==> config.mk <==
export PLATFORM = sky130hd
export DESIGN_NAME = ocp_window_gen
export DESIGN_NICKNAME = d
export VERILOG_FILES = /design/src/rtl/ocpw_pkg.sv /design/src/rtl/ocpw_cycle_timer.sv /design/src/rtl/ocpw_gate_phase.sv /design/src/rtl/ocpw_sense_window.sv /design/src/rtl/ocp_window_gen.sv
export SDC_FILE = /design/constraint.sdc
export NUM_CORES = 1
export LEC_CHECK = 0
export BUFFER_PORTS_ARGS = -buffer_cell sky130_fd_sc_hd__buf_2
export CORE_MARGIN = 10
export CORE_UTILIZATION = 65
export DETAILED_ROUTE_END_ITERATION = 7
export GPL_ROUTABILITY_DRIVEN = 0
export PLACE_DENSITY = 0.87
export REMOVE_ABC_BUFFERS = 1
export SYNTH_ARGS = -nofsm -noshare
export SYNTH_HDL_FRONTEND = slang
export SYNTH_SLANG_ARGS = --single-unit
==> constraint.sdc <==
create_clock -name clk -period 5.91 [get_ports clk]
set_input_delay 0.591 -clock clk [delete_from_list [all_inputs] [get_ports clk]]
set_output_delay 0.591 -clock clk [all_outputs]
set_load 0.1 [all_outputs]
==> src/rtl/ocpw_pkg.sv <==
package ocpw_pkg;

  // Per-tick switching phase of the power stage
  typedef enum logic [1:0] {
    PH_IDLE = 2'd0,
    PH_HIGH = 2'd1,
    PH_LOW  = 2'd2
  } phase_e;

endpackage

==> src/rtl/ocpw_cycle_timer.sv <==
module ocpw_cycle_timer #(
  parameter int CNT_W        = 12,
  parameter int MIN_LS_TICKS = 30
) (
  input  logic             clk,
  input  logic             rst_n,
  input  logic [CNT_W-1:0] period_i,
  input  logic [CNT_W-1:0] duty_i,
  output logic [CNT_W-1:0] cnt_o,
  output logic [CNT_W-1:0] duty_o,
  output logic             run_o,
  output logic             wrap_o
);

  localparam logic [CNT_W-1:0] MIN_LS_W = CNT_W'(MIN_LS_TICKS);
  localparam logic [CNT_W-1:0] ONE_W    = CNT_W'(1);

  logic [CNT_W-1:0] cnt_q, cnt_d;
  logic [CNT_W-1:0] per_q, per_d;
  logic [CNT_W-1:0] duty_q, duty_d;
  logic             run_q;
  logic [CNT_W-1:0] per_eff, duty_cap, duty_eff;
  logic             wrap;

  // Settings are qualified here and captured only on a cycle boundary
  always_comb begin
    per_eff  = (period_i < MIN_LS_W) ? MIN_LS_W : period_i;
    duty_cap = per_eff - MIN_LS_W;
    duty_eff = (duty_i > duty_cap) ? duty_cap : duty_i;
    wrap     = !run_q || (cnt_q >= per_q - ONE_W);
    if (wrap) begin
      cnt_d  = '0;
      per_d  = per_eff;
      duty_d = duty_eff;
    end else begin
      cnt_d  = cnt_q + ONE_W;
      per_d  = per_q;
      duty_d = duty_q;
    end
  end

  always_ff @(posedge clk or negedge rst_n) begin
    if (!rst_n) begin
      cnt_q  <= '0;
      per_q  <= MIN_LS_W;
      duty_q <= '0;
      run_q  <= 1'b0;
    end else begin
      cnt_q  <= cnt_d;
      per_q  <= per_d;
      duty_q <= duty_d;
      run_q  <= 1'b1;
    end
  end

  assign cnt_o  = cnt_q;
  assign duty_o = duty_q;
  assign run_o  = run_q;
  assign wrap_o = wrap;

endmodule

==> src/rtl/ocpw_gate_phase.sv <==
module ocpw_gate_phase #(
  parameter int CNT_W = 12
) (
  input  logic              run_i,
  input  logic              force_off_i,
  input  logic [CNT_W-1:0]  cnt_i,
  input  logic [CNT_W-1:0]  duty_i,
  output ocpw_pkg::phase_e  phase_o,
  output logic [CNT_W-1:0]  ls_age_o,
  output logic              hs_en_o,
  output logic              ls_en_o
);

  import ocpw_pkg::*;

  phase_e phase;

  // Force-off acts combinationally so the stage drops in the same tick
  always_comb begin
    if (!run_i || force_off_i) begin
      phase = PH_IDLE;
    end else if (cnt_i < duty_i) begin
      phase = PH_HIGH;
    end else begin
      phase = PH_LOW;
    end
  end

  assign phase_o  = phase;
  assign ls_age_o = cnt_i - duty_i;
  assign hs_en_o  = (phase == PH_HIGH);
  assign ls_en_o  = (phase == PH_LOW);

endmodule

==> src/rtl/ocpw_sense_window.sv <==
module ocpw_sense_window #(
  parameter int CNT_W       = 12,
  parameter int BLANK_TICKS = 20
) (
  input  logic              clk,
  input  logic              rst_n,
  input  ocpw_pkg::phase_e  phase_i,
  input  logic [CNT_W-1:0]  ls_age_i,
  input  logic              wrap_i,
  input  logic              force_off_i,
  input  logic              oc_raw_i,
  output logic              win_o,
  output logic              oc_det_o
);

  import ocpw_pkg::*;

  localparam logic [CNT_W-1:0] BLANK_W = CNT_W'(BLANK_TICKS);

  logic abort_q, abort_d;
  logic seen_q, seen_d;
  logic blank_done;
  logic win, det;

  always_comb begin
    blank_done = (ls_age_i >= BLANK_W);
    win        = (phase_i == PH_LOW) && !abort_q && blank_done;
    det        = win && oc_raw_i && !seen_q;
    // Abort holds for the rest of the cycle; a force at the boundary carries over
    if (force_off_i) begin
      abort_d = 1'b1;
    end else if (wrap_i) begin
      abort_d = 1'b0;
    end else begin
      abort_d = abort_q;
    end
    seen_d = wrap_i ? 1'b0 : (seen_q || det);
  end

  always_ff @(posedge clk or negedge rst_n) begin
    if (!rst_n) begin
      abort_q <= 1'b0;
      seen_q  <= 1'b0;
    end else begin
      abort_q <= abort_d;
      seen_q  <= seen_d;
    end
  end

  assign win_o    = win;
  assign oc_det_o = det;

endmodule

==> src/rtl/ocp_window_gen.sv <==
module ocp_window_gen #(
  parameter int CNT_W        = 12,
  parameter int BLANK_TICKS  = 20,
  parameter int MIN_LS_TICKS = 30
) (
  input  logic             clk,
  input  logic             rst_n,
  input  logic [CNT_W-1:0] period_i,
  input  logic [CNT_W-1:0] duty_i,
  input  logic             oc_raw_i,
  input  logic             force_off_i,
  output logic             hs_en_o,
  output logic             ls_en_o,
  output logic             win_o,
  output logic             oc_det_o
);

  import ocpw_pkg::*;

  logic [CNT_W-1:0] cnt;
  logic [CNT_W-1:0] duty_cur;
  logic [CNT_W-1:0] ls_age;
  logic             run;
  logic             wrap;
  phase_e           phase;

  ocpw_cycle_timer #(
    .CNT_W        (CNT_W),
    .MIN_LS_TICKS (MIN_LS_TICKS)
  ) u_timer (
    .clk      (clk),
    .rst_n    (rst_n),
    .period_i (period_i),
    .duty_i   (duty_i),
    .cnt_o    (cnt),
    .duty_o   (duty_cur),
    .run_o    (run),
    .wrap_o   (wrap)
  );

  ocpw_gate_phase #(
    .CNT_W (CNT_W)
  ) u_phase (
    .run_i       (run),
    .force_off_i (force_off_i),
    .cnt_i       (cnt),
    .duty_i      (duty_cur),
    .phase_o     (phase),
    .ls_age_o    (ls_age),
    .hs_en_o     (hs_en_o),
    .ls_en_o     (ls_en_o)
  );

  ocpw_sense_window #(
    .CNT_W       (CNT_W),
    .BLANK_TICKS (BLANK_TICKS)
  ) u_window (
    .clk         (clk),
    .rst_n       (rst_n),
    .phase_i     (phase),
    .ls_age_i    (ls_age),
    .wrap_i      (wrap),
    .force_off_i (force_off_i),
    .oc_raw_i    (oc_raw_i),
    .win_o       (win_o),
    .oc_det_o    (oc_det_o)
  );

endmodule

==> results of run 1 <==
sequential cells by signal, indices dropped and copies added (netlist names):
register	count
u_timer.cnt_o	12
u_timer.duty_o	12
u_timer.per_q	12
u_timer.run_o	1
u_window.abort_q	1
u_window.seen_q	1
kinds of logic (layout without fill, tap and decap cells):
group                    after synthesis  in the layout  synth area share
AND/OR/NAND/NOR                      133            133            0.1971
other                                  1              1          0.001154
multiplexers                          22             22           0.07239
flip-flops                            39             39            0.3019
adder cells (fa/ha/maj)               40             40            0.1563
XOR/XNOR                              31             31           0.08356
AO/OA/AOI/OAI                         70             70            0.1386
buffers and inverters                 40             71           0.04890
cell type report:
type | instances | area share
clock buffer | 6 | 0.02328
clock inverter | 1 | 0.001411
inverter | 33 | 0.03492
multi-input combinational | 297 | 0.5965
sequential | 39 | 0.2765
tap | 67 | 0.02363
timing repair buffer | 31 | 0.04374
per-stage QoR:
stage	total power [mW]	utilization
6_report	0.7251	0.7412
3_5_place_dp	0.5454	0.7229
4_1_cts	0.7239	0.7412
2_1_floorplan	0.4790	-
5_1_grt	0.7714	0.7412
3_3_place_gp	0.5344	0.7229
final timing paths:
kind | start | end | cells after the start
max | period_i[6] | u_timer.duty_o[8] | 17
min | rst_n | u_timer.per_q[5] | 1
max reg2reg | u_timer.per_q[5] | u_timer.duty_o[0] | 10
min reg2reg | u_timer.per_q[4] | u_timer.per_q[4] | 2
max in group asynchronous | rst_n | u_timer.per_q[9] | 1
min in group clk | force_off_i | u_window.abort_q | 2
layer usage:
layer / up-vias / track usage / wire, um
met5: - / 0 / 0
met2: 88 / 0.3251 / 3716
met4: 0 / 0.07427 / 196
met1: 1311 / 0.2152 / 3329
met3: 19 / 0.03990 / 341
li1: 1377 / - / -
report_power, final:
part	switching [mW]	internal, mW
Sequential	0.0230	0.293
Combinational	0.131	0.0986
Clock	0.0884	0.0915
worst max-delay path: stages:
cell	delay (ns)
buf_2	0.13
or4_1	0.56
or4_4	0.48
or2b_1	0.20
ha_1	0.26
nand3_1	0.14
nand2b_1	0.11
o21ai_0	0.07
o21ai_1	0.10
inv_1	0.06
ha_1	0.29
nand4_1	0.14
a211o_1	0.30
o211ai_1	0.08
o31a_1	0.65
mux2i_1	0.20
mux2_2	0.31
placed cells by master (no fill, tap or decap), types with 2 or more instances in the layout:
cell,count
or4_1,4
nor2b_1,2
mux2_1,3
and3_1,4
nand2_1,48
o21ai_0,7
o2111ai_1,2
nor2_1,30
o21bai_1,2
xnor2_1,14
xor2_1,17
nor3_1,7
o211ai_1,2
ha_1,39
mux2_2,5
a21oi_1,21
dfrtp_1,35
inv_1,33
a31oi_1,4
buf_2,31
nand2b_1,8
mux2i_1,13
o21a_1,2
nor4_1,6
clkbuf_8,6
and2_1,2
dfstp_2,4
nand3b_1,2
a211oi_1,2
nand3_1,8
o21ai_1,10
a21o_1,7
nand4_1,7
o31a_1,2
==> results.py, run 1 <==
metrics = {
    "layout": {
        "nets": 475,
        "multiInputGateArea_um2": 2116,
        "syn2layout_area_growth_pct": 9.164,
        "fin_area_um2": 3547,
        "drive_gt1_frac": 0.1302,
        "antenna_cells": 0,
        "seqCellArea_um2": 980.9,
        "fillers": 364,
        "layoutNonFillerInstCount": 474,
    },
    "sta": {
        "whs_ns": 0.3958,
        "hold_violations": 0,
        "fin_ws_ns": 1.407,
        "rsz0062_at_grt": "false",
        "fin_tns_setup_ns": 0,
        "relSlewSlack": 0.2059,
        "report.final.slew_viol_count": 0,
        "max_freq_mhz": 222.1,
        "worst_pin_slew_ns": 1.187,
        "final.setup_skew_ns": 0.003416,
        "finalCritPeriodShare": 0.7619,
        "period_minus_slack_ns": 4.503,
        "setup_viol": 0,
    },
    "routing": {
        "num_vias": 2795,
        "routedWlPerCell_um": 16.00,
        "ant_nets": 0,
        "first_iter_violations": 196,
        "first_pass_iters": 4,
        "viasPerCell": 5.897,
        "drc": 0,
        "postRouteWirelength_um": 7583,
    },
    "clock_network": {
        "numClockSinks": 39,
        "path_clk_slew_ns": 0.07,
        "cts_tree": "done",
        "cts.path.max_buffers": 2,
        "root_buffer": "clkbuf_8",
        "cts-htree-levels": 2,
        "post_cts_buffers": 0,
        "cts_buffers": 5,
        "cts_hold_buf": 0,
        "clock_latency_ns": 0.29,
        "ctsResizeCount": 0,
    },
    "placement": {
        "place_area_um2": 3460,
        "io_buffers": 31,
        "dp_hpwl_um": 5899,
        "pre_cts_slack_ns": 1.182,
        "dp.cells": 467,
    },
    "power_and_ir_drop": {
        "ir_worst_vdd_uv": 130.8,
        "powerDensity_nw_per_um2": 204.4,
        "leakage_nw": 1.792,
    },
    "global_route": {
        "grt_overflow": 0,
        "grt_pass1_vias": 2927,
        "grt_pass1_wl_um": 12990,
        "grt_util_all_layers": 0.1864,
        "antenna_found_initial": 0,
        "grt_max_degree": 40,
    },
    "floorplan": {
        "die_height_um": 90.71,
        "io_pins": 32,
        "dieWidth_um": 90.71,
        "core_area_um2": 4786,
        "num_rows": 25,
        "die_area_um2": 8227,
        "initial_core_util": 0.6790,
    },
    "yosys": {
        "synthArstFlopShare": 1.000,
        "yosysTopAreaCell": "dfrtp_1",
        "synth.distinct_cells": 51,
        "synth_edf_count": 0,
        "syn_avg_cell_area_um2": 8.642,
        "synth_ff_type": "dfrtp_1",
        "synthTopCellsByArea": "dfrtp_1 27%, ha_1 15%, nand2_1 5.5%",
        "synthTopCellsByCount": "48 x nand2_1, 39 x ha_1, 35 x dfrtp_1",
        "ys_ff_latch": 39,
        "synth_top_area_share": 0.2695,
        "synthCells": 376,
        "synth-seq-area-share": 0.3019,
        "yosysMostFrequentCell": "nand2_1",
        "synthesis.area_um2": 3249,
        "yosysWarnings": 0,
    },
    "critical_path": {
        "end_kind": "flip-flop",
        "start_kind": "input port",
        "regToRegSetupSlack_ns": 2.46,
        "worstSetupPathType": "input port to flip-flop",
        "cp_max_fo": 12,
        "required_ns": 6.09,
        "cp.arrival_ns": 4.68,
    },
    "outcome": {
        "outcome": "finished, final reports clean",
    },
    "min_path": {
        "worst_hold_path_type": "input port to async pin",
    },
    "job": {
        "cap_violations": 0,
    },
}
Power figures use the tool's default switching activity.
==> run 2, diff against run 1 <==
Settings changed: CORE_UTILIZATION 65 to 54, PLACE_DENSITY 0.87 to 0.77.
Clock period 5.91 ns to 3.8 ns, I/O delays scaled along.
==> results.py, run 2 (same netlist as run 1, synthesis figures left out) <==
metrics = {
    "outcome": {
        "outcome": "finished, final reports clean",
    },
    "critical_path": {
        "crit_path_end": "u_timer.duty_o[11]",
        "reg2reg_depth": 9,
        "cp.arrival_ns": 3.96,
        "end_kind": "flip-flop",
        "crit-reg2reg-capture": "u_timer.duty_o[6]",
        "rr_startpoint": "u_timer.per_q[5]",
        "cp_max_fo": 6,
        "start_kind": "input port",
        "crit_path_start": "period_i[6]",
        "worstSetupPathType": "input port to flip-flop",
        "required_ns": 3.98,
        "regToRegSetupSlack_ns": 0.60,
    },
    "sta": {
        "finalCritPeriodShare": 0.9938,
        "setup_viol": 0,
        "period_minus_slack_ns": 3.776,
        "relSlewSlack": 0.4261,
        "report.final.slew_viol_count": 0,
        "hold_violations": 0,
        "fin_tns_setup_ns": 0,
        "final.setup_skew_ns": 0.01243,
        "worst_pin_slew_ns": 0.8608,
        "fin_ws_ns": 0.02353,
        "max_freq_mhz": 264.8,
    },
    "global_route": {
        "grt_pass1_vias": 2898,
        "grt_pass1_wl_um": 12930,
        "grt_util_all_layers": 0.1582,
        "antenna_found_initial": 0,
        "grt_max_degree": 40,
        "grt_overflow": 0,
    },
    "layout": {
        "final_cell_mix": "48 x nand2_1, 37 x ha_1, 35 x dfrtp_1",
        "final_util": 0.6614,
        "fin_area_um2": 3892,
        "syn2layout_area_growth_pct": 19.79,
        "drive_gt1_frac": 0.2074,
        "nets": 501,
        "antenna_cells": 0,
        "final_common_cell": "nand2_1",
    },
    "power_and_ir_drop": {
        "leakage_nw": 1.954,
        "ir_worst_vdd_uv": 193.5,
        "powerDensity_nw_per_um2": 312.0,
    },
    "clock_network": {
        "cts_buffers": 5,
        "cts.path.max_buffers": 2,
        "numClockSinks": 39,
        "cts_tree": "done",
        "cts_hold_buf": 0,
        "root_buffer": "clkbuf_8",
        "clock_latency_ns": 0.29,
        "cts-htree-levels": 2,
        "path_clk_slew_ns": 0.08,
    },
    "placement": {
        "io_buffers": 31,
        "dp_hpwl_um": 6180,
        "place_area_um2": 3647,
        "pre_cts_slack_ns": -0.2871,
    },
    "floorplan": {
        "core_area_um2": 5886,
        "dieWidth_um": 97.57,
        "die_height_um": 97.57,
        "die_area_um2": 9520,
        "num_rows": 28,
        "initial_core_util": 0.5521,
        "io_pins": 32,
    },
    "routing": {
        "drc": 0,
        "first_iter_violations": 111,
        "first_pass_iters": 4,
        "num_vias": 2910,
        "routedWlPerCell_um": 15.96,
        "postRouteWirelength_um": 8125,
        "viasPerCell": 5.717,
        "ant_nets": 0,
    },
    "min_path": {
        "worst_hold_path_type": "input port to async pin",
    },
    "job": {
        "cap_violations": 0,
    },
}
[run 2: cell types whose count changed in the layout (fill, tap and decap cells not counted), sizes merged]
cell    delta
buf       +25
clkbuf     +3
clkinv     -1
[run 2: critical path, stage by stage]
cell and delay, ns:
buf_6 0.09, or4_4 0.53, or4_4 0.43, or2b_1 0.24, ha_4 0.18, a21boi_4 0.22, nor3_2 0.06, xnor2_1 0.15
ha_1 0.31, nand4_1 0.11, a211o_1 0.29, o211ai_1 0.10, o31a_1 0.31, clkbuf_16 0.21, mux2i_1 0.27, o21ai_1 0.08
[run 2: how the worst min path moves through the flow]
stage,depth (start not counted),slack (ns),to,from
2_1_floorplan,0,0.08,u_timer.cnt_o[0],rst_n
3_3_place_gp,2,0.46,u_window.seen_q,u_window.seen_q
3_5_place_dp,2,0.47,u_timer.per_q[4],u_timer.per_q[4]
4_1_cts,1,0.24,u_timer.per_q[0],rst_n
5_1_grt,1,0.27,u_timer.duty_o[0],rst_n
6_report,1,0.19,u_timer.duty_o[2],rst_n
[run 2: layout make-up]
class / instances / area (um^2)
repair buffers: 57 / 391.6
flip-flops and latches: 39 / 980.9
well taps: 75 / 93.84
fillers: 488 / 1993
multi-input cells: 297 / 2202
clock buffers: 8 / 100.1
inverters: 33 / 123.9
[run 2: through the flow]
| step | cells | hold slack [ns] | power (mW) |
|---|---|---|---|
| after floorplan | 369 | 0.08441 | 0.7449 |
| after global placement | 497 | 0.4573 | 0.8586 |
| after detailed placement | 497 | 0.4662 | 0.8734 |
| after CTS | 505 | 0.2360 | 1.179 |
| after global routing | 509 | 0.2735 | 1.281 |
| final | 509 | 0.1944 | 1.215 |
[run 2: layer usage]
layer | share of wire | track usage
met4 | 0.017 | 0.05481
met3 | 0.037 | 0.02063
met2 | 0.50 | 0.2744
met1 | 0.45 | 0.1942
met5 | 0 | 0
[run 2: where the power goes]
part           leakage (nW)  internal, mW  switching, mW
sequential            0.483         0.455         0.0335
clock                0.0515         0.166          0.143
combinational          1.42         0.192          0.225
[run 2: repair_timing]
item,CTS,global route
setup buffers,0,3
endpoints found under the hold margin,0,0
gates resized for setup,0,23
endpoints found under the setup margin,0,14
